### src/rtl/attn_serial_tx.sv
module attn_serial_tx #(
  parameter int TICKS_PER_BIT = 4,
  parameter int LEAD_BITS     = 2,
  parameter int GAP_BITS      = 1,
  parameter int DATA_BITS     = 8
) (
  input  logic                 clk,
  input  logic                 rst_n,
  input  logic                 tick,
  input  logic                 fifo_empty,
  input  logic [DATA_BITS-1:0] fifo_rdata,
  output logic                 fifo_pop,
  output logic                 data_drive,
  output logic                 attn_drive,
  output logic                 busy
);
  localparam int LEAD_T = LEAD_BITS * TICKS_PER_BIT;
  localparam int GAP_T  = GAP_BITS * TICKS_PER_BIT;
  localparam int MAX_T  = (LEAD_T > GAP_T) ? ((LEAD_T > TICKS_PER_BIT) ? LEAD_T : TICKS_PER_BIT)
                                           : ((GAP_T > TICKS_PER_BIT) ? GAP_T : TICKS_PER_BIT);
  localparam int CW     = $clog2(MAX_T + 1);
  localparam int BW     = $clog2(DATA_BITS + 1);

  typedef enum logic [2:0] {S_IDLE, S_LEAD, S_START, S_BITS, S_STOP} st_t;

  st_t                  state;
  logic [CW-1:0]        cnt;
  logic [BW-1:0]        bits_left;
  logic [DATA_BITS-1:0] shreg;
  logic                 expired;

  assign expired  = tick && (cnt <= CW'(1));
  assign fifo_pop = expired && (state == S_START);
  assign busy     = (state != S_IDLE);

  always_ff @(posedge clk) begin
    if (!rst_n) begin
      state      <= S_IDLE;
      cnt        <= '0;
      bits_left  <= '0;
      shreg      <= '0;
      data_drive <= 1'b0;
      attn_drive <= 1'b0;
    end else if (tick) begin
      cnt <= (cnt == '0) ? '0 : cnt - CW'(1);
      case (state)
        S_IDLE: if (!fifo_empty) begin
          attn_drive <= 1'b1;
          cnt        <= CW'(LEAD_T);
          state      <= S_LEAD;
        end
        S_LEAD: if (expired) begin
          data_drive <= 1'b1;
          cnt        <= CW'(TICKS_PER_BIT);
          state      <= S_START;
        end
        S_START: if (expired) begin
          data_drive <= ~fifo_rdata[0];
          shreg      <= fifo_rdata >> 1;
          bits_left  <= BW'(DATA_BITS);
          cnt        <= CW'(TICKS_PER_BIT);
          state      <= S_BITS;
        end
        S_BITS: if (expired) begin
          cnt <= CW'(TICKS_PER_BIT);
          if (bits_left == BW'(1)) begin
            data_drive <= 1'b0;
            state      <= S_STOP;
          end else begin
            data_drive <= ~shreg[0];
            shreg      <= shreg >> 1;
            bits_left  <= bits_left - BW'(1);
          end
        end
        S_STOP: if (expired) begin
          if (!fifo_empty) begin
            cnt   <= CW'(GAP_T);
            state <= S_LEAD;
          end else begin
            attn_drive <= 1'b0;
            state      <= S_IDLE;
          end
        end
        default: state <= S_IDLE;
      endcase
    end
  end

  a_r1_reset_released: assert property (@(posedge clk)
    $past(!rst_n) |-> (!data_drive && !attn_drive && !busy));

  a_r4_pop_only_with_data: assert property (@(posedge clk) disable iff (!rst_n)
    fifo_pop |-> (!fifo_empty && tick));

  a_r3_data_quiet_at_claim: assert property (@(posedge clk) disable iff (!rst_n)
    $rose(attn_drive) |-> !data_drive);

  a_r5_data_only_under_attn: assert property (@(posedge clk) disable iff (!rst_n)
    data_drive |-> attn_drive);

  a_r8_release_after_stop: assert property (@(posedge clk) disable iff (!rst_n)
    $fell(attn_drive) |-> !data_drive);

  a_r9_busy_tracks_attn: assert property (@(posedge clk) disable iff (!rst_n)
    busy == attn_drive);

  a_r10_hold_without_tick: assert property (@(posedge clk) disable iff (!rst_n)
    !tick |=> $stable({data_drive, attn_drive, busy}));
endmodule

### config.mk
export PLATFORM = sky130hd
export DESIGN_NAME = attn_serial_tx
export DESIGN_NICKNAME = d
export VERILOG_FILES = /design/src/rtl/attn_serial_tx.sv
export SDC_FILE = /design/constraint.sdc
export NUM_CORES = 1
export LEC_CHECK = 0
export CORE_UTILIZATION = 35
export DETAILED_ROUTE_END_ITERATION = 6
export PLACE_DENSITY = 0.55
export SLEW_MARGIN = 20
export SYNTH_ARGS = -nofsm -noshare
export SYNTH_HDL_FRONTEND = slang
export SYNTH_SLANG_ARGS = --single-unit
export TNS_END_PERCENT = 10
### constraint.sdc
create_clock -name clk -period 4.54 [get_ports clk]
set_clock_uncertainty 0.15 [all_clocks]
set_input_delay 0.908 -clock clk [delete_from_list [all_inputs] [get_ports clk]]
set_output_delay 0.908 -clock clk [all_outputs]
set_load 0.005 [all_outputs]
* Word-level counts from Yosys, hierarchy flattened
Index checks and enable logic that the tools add are counted.
Word-level totals: register bits after elaboration 21, input bits 12, output and inout bits 4, word-level logic and storage cells 68
Cells by class: add/sub/neg operators 2, magnitude comparators 1, mux-type cells 31, bitwise operators 2, reduce and logical (&&, ||, !) cells 13, eq/ne operators 13
Operators by type and width (number):
- $mux 4 | 8
- $mux 8 | 3
- $mux 3 | 6
- $ne 2x2->1 const B | 8
- $pmux 8 s2 | 1
- $pmux 3 s5 | 1
- $reduce_and 5->1 | 3
- $pmux 4 s3 | 1
- $mux 1 | 8
- $pmux 4 s2 | 1
- $sub 4x1->4 const B | 2
- $reduce_and 7->1 | 1
- $eq 3x2->1 const B | 2
- $reduce_bool 3->1 | 2
- $eq 4x1->1 const B | 1
- $le 4x1->1 const B | 1
- $logic_not 4->1 | 1
- $reduce_bool 2->1 | 2
- $eq 3x1->1 const B | 1
- $eq 3x3->1 const B | 1
- $logic_not 3->1 | 1
- $pmux 1 s3 | 1
- $reduce_or 3->1 | 1
- $logic_and 1x1->1 | 2
- 2 further kinds | 3

* Longest topological paths before layout
depth after elaboration 5, mapped depth 7

* Worst setup path after synthesis
Ideal clock, no wire load.
path kind input to output, start point input tick, end point output fifo_pop, required time 3482 ps, path buffers 1, stages 4, arrival 1503 ps, path slack 1979 ps, cells stage by stage nand4bb_1 > or2_1 > clkbuf_1 > nor2_1
Between the ends: longest elaborated chain between the ends 2
Ends and longest elaborated chain:
- from (decl) | RTL line 9 | input logic tick,
- $logic_and 1x1->1 | RTL line 32 | assign expired = tick && (cnt <= CW'(1));
- $logic_and 1x1->1 | RTL line 33 | assign fifo_pop = expired && (state == S_START);
- to (decl) | RTL line 12 | output logic fifo_pop,
No other way between the ends.

* Worst setup path after layout
Same ends and word-level chain as after synthesis.

==> metrics.md <==
| Metric | Value |
|---|---|
| Layout cell share with drive strength beyond 1 | `5.63%` |
| Number of optimization iterations in the first detailed-route pass | `4` |
| Endpoints failing setup | `0` |
| Via/cell ratio | `5.60` |
| Post-CTS sizing | `0` |
| HPWL after DPL | `1630 um` |
| Drt wl/cell | `13.4 um` |
| CP Data Arrival Time | `2.73 ns` |
| Initial Utilization | `38.4%` |
| Final antenna diode count | `0` |
| Area used by multi-input combinational logic | `622 sq um` |
| Max-slew violations | `0` |
| Sequential fraction of the synthesis area | `36.5%` |
| Number of buffers on the longest clock path | `2` |
| Ratio of total power to cell area | `320 nW/um^2` |
| Library cell with the largest summed area after synthesis | `sky130_fd_sc_hd__dfxtp_1` |
| Die width | `58.0 um` |
| Most frequent standard cell in the layout excluding fill and tap cells | `sky130_fd_sc_hd__dfxtp_1` |
| Accumulated negative setup slack | `0 ns` |
| CTS clk-pin slew, worst paths | `0.12 ns` |
| RSZ-0062 raised after global routing | `no` |
| Die boundary height | `58.0 um` |
| Cells along the critical path | `clkdlybuf4s50_1, nand4bb_1, or2_1, nor2_1, clkdlybuf4s50_1` |
| Last weighted congestion value of the routability-driven placer | `0.765` |
| Bufs and invs on worst path | `2` |
| Predominant post-synthesis flop cell | `sky130_fd_sc_hd__dfxtp_1` |
| Hold buffers post-CTS | `0` |
| Critical path capture point | `fifo_pop` |
| Setup slack after layout | `0.749 ns` |
| Wire length of the first global-routing pass | `3800 um` |
| Vias | `968` |
| Status | `complete, no violations` |
| Transition time at the pin with the least slew margin | `0.867 ns` |
| Ratio of final minimum period to clock period | `83.5%` |
| Crit Reg-Reg Endpoint | `state[1]` |
| Cell type with the highest occurrence count on the critical path | `sky130_fd_sc_hd__clkdlybuf4s50_1` |
| Total clock sinks | `20` |
| Max Fclk | `0.264 GHz` |
| Filler cells | `308` |
| Final core utilization | `45.2%` |
| Sum of routed wire length over all layers | `2310 um` |
| I/O pin total | `16` |
| GRT Total Usage | `14.8%` |
| DR iter-0 viols | `25` |
| Number of routed nets with antenna violations | `0` |
| Max-cap violations | `0` |
| Total stage count of the critical path | `5` |
| Delay of the slowest cell on the worst path | `0.69 ns` |
| Cell leakage power | `0.491 nW` |
| Reg2reg path depth | `4` |
| Post-synth EDFFs | `0` |
| Req. time, crit path | `3.48 ns` |
| Maximum fanout along the worst path | `11` |
| Setup Slack @ Placement | `0.747 ns` |
| Mapped Cells | `132` |
| Count of placed standard cells including taps | `169` |
| Syn nets | `146` |
| Total Die Area | `3360 sq um` |
| Most frequent cells in the layout | `20 x sky130_fd_sc_hd__dfxtp_1, 19 x sky130_fd_sc_hd__nor2_1, 15 x sky130_fd_sc_hd__clkdlybuf4s50_1` |
| Timing startpoint of the critical path | `tick` |
| Number of nets in the final layout | `157` |
| Top-area cell type share of the netlist area | `36.5%` |
| Cell family contributing the most delay on the critical path | `buffers and inverters` |
| Largest net degree at the start of global routing | `20` |
| Number of standard cells in the final layout excluding fillers | `173` |
| Clock latency on the worst-skew pair | `0.31 ns` |
| Layout overhead on the synthesized area | `17.7%` |
| Ys async rst share | `0%` |
| Post-synthesis instance area | `1100 sq um` |
| Clock tree from TritonCTS | `done` |
| Number of CTS-inserted buffers | `3` |
| Number of buffer cells added on primary ports | `15` |
| Reg area | `400 sq um` |
| Worst min-delay path class | `flop to flop` |
| Minimum period implied by the final worst setup slack | `3.79 ns` |
| Syn avg cell area | `8.30 sq um` |
| Worst Setup Start Kind | `input pin` |
| Seq cells post-synth | `20` |
| Startpoint of the lowest-slack register-to-register path | `state[0]` |
| Post-CTS setup buffer count | `0` |
| Core Rows | `19` |
| Core ar. | `2850 sq um` |
| Clk Tree Root Cell | `sky130_fd_sc_hd__clkbuf_4` |
| Headroom to the max-slew limit | `41.9%` |
| Netlist cell types | `39` |
| H-tree Lvls | `1` |
| Max stage delay cell, worst path | `sky130_fd_sc_hd__clkdlybuf4s50_1` |
| Start-to-end type of the worst setup path | `input pin to primary output` |
| DRC viols | `0` |
| Number of global-route vias before repair | `869` |
| Initial antenna violation count | `0` |
| GRT overflow | `0` |
| Worst R2R Setup Slack | `2.28 ns` |
| Synth warnings | `0` |
| Maximum ir drop on the vdd rail | `205 uV` |
| Count of endpoints failing hold in the final timing report | `0` |
| CP endpoint kind | `primary output` |
| Largest cells by area after synthesis | `sky130_fd_sc_hd__dfxtp_1 37%, sky130_fd_sc_hd__nor2_1 6.5%, sky130_fd_sc_hd__mux2i_1 6.4%` |
==> flip-flops by register name, summed over array words and instances (netlist names) <==
register	flops
attn_drive	1
bits_left	4
cnt	4
data_drive	1
shreg	7
state	3
==> logic make-up after synthesis <==
kind of cell / synth area share (%)
AND/OR/NAND/NOR: 26.4
AO/OA/AOI/OAI: 21.7
flip-flops: 36.5
buffers and inverters: 6.74
multiplexers: 6.39
adder cells (fa/ha/maj): 2.28
==> worst reg2reg max path: stages (launching register included) <==
cell	delay, ns
sky130_fd_sc_hd__dfxtp_1	0.70
sky130_fd_sc_hd__nand3b_1	0.51
sky130_fd_sc_hd__o221ai_1	0.49
sky130_fd_sc_hd__nor2_1	0.10
sky130_fd_sc_hd__a211oi_1	0.24
==> layout make-up <==
cell class	instances	area share (%)
timing repair buffer	15	11.6
clock buffer	3	1.75
tap	31	3.01
multi-input combinational	96	48.2
sequential	20	31.0
inverter	7	2.04
clock inverter	1	2.33
==> stage by stage <==
step | hold WS, ns | instance area, sq um | power, W
final | 0.360 | 1290 | 0.000413
after global routing | 0.377 | 1290 | 0.000432
after CTS | 0.362 | 1290 | 0.000416
after detailed placement | 0.344 | 1240 | 0.000268
after global placement | 0.340 | 1240 | 0.000268
after floorplan | 0.324 | 1100 | 0.000243
==> worst min path at each step <==
stage	startpoint	to	slack (ns)	depth (start not counted)
after floorplan	bits_left[1]	bits_left[1]	0.32	2
after global placement	shreg[1]	shreg[1]	0.34	2
after detailed placement	shreg[1]	shreg[1]	0.34	2
after CTS	shreg[1]	shreg[1]	0.36	2
after global routing	shreg[5]	shreg[5]	0.38	2
final	shreg[1]	shreg[1]	0.36	2
==> cells in the mapped netlist (all sizes together), types with 2 or more instances <==
library cell  number
or3                4
nor2              19
mux2i              7
dfxtp             20
or2                2
inv                6
nor2b              2
a211oi             8
clkbuf             5
nor3b              3
nand2              3
and3               2
a2bb2oi            2
nand3b             2
nor3               4
ha                 2
o21ai              9
nor4b              2
buf                4
a21oi             13
==> per-layer routing <==
metal | vias to the layer above | track usage, % | wire length (um)
met5 | - | 0 | 0
met4 | 0 | 7.14 | 34
met3 | 4 | 2.01 | 74
met2 | 20 | 25.3 | 1080
met1 | 444 | 18.4 | 1120
li1 | 500 | - | -
==> power by group <==
group          internal, W  switching (W)   total, W
combinational    0.0000366      0.0000311  0.0000677
clock            0.0000893      0.0000595   0.000149
sequential        0.000184      0.0000126   0.000197
No activity file was read; power rests on OpenSTA's default activity.
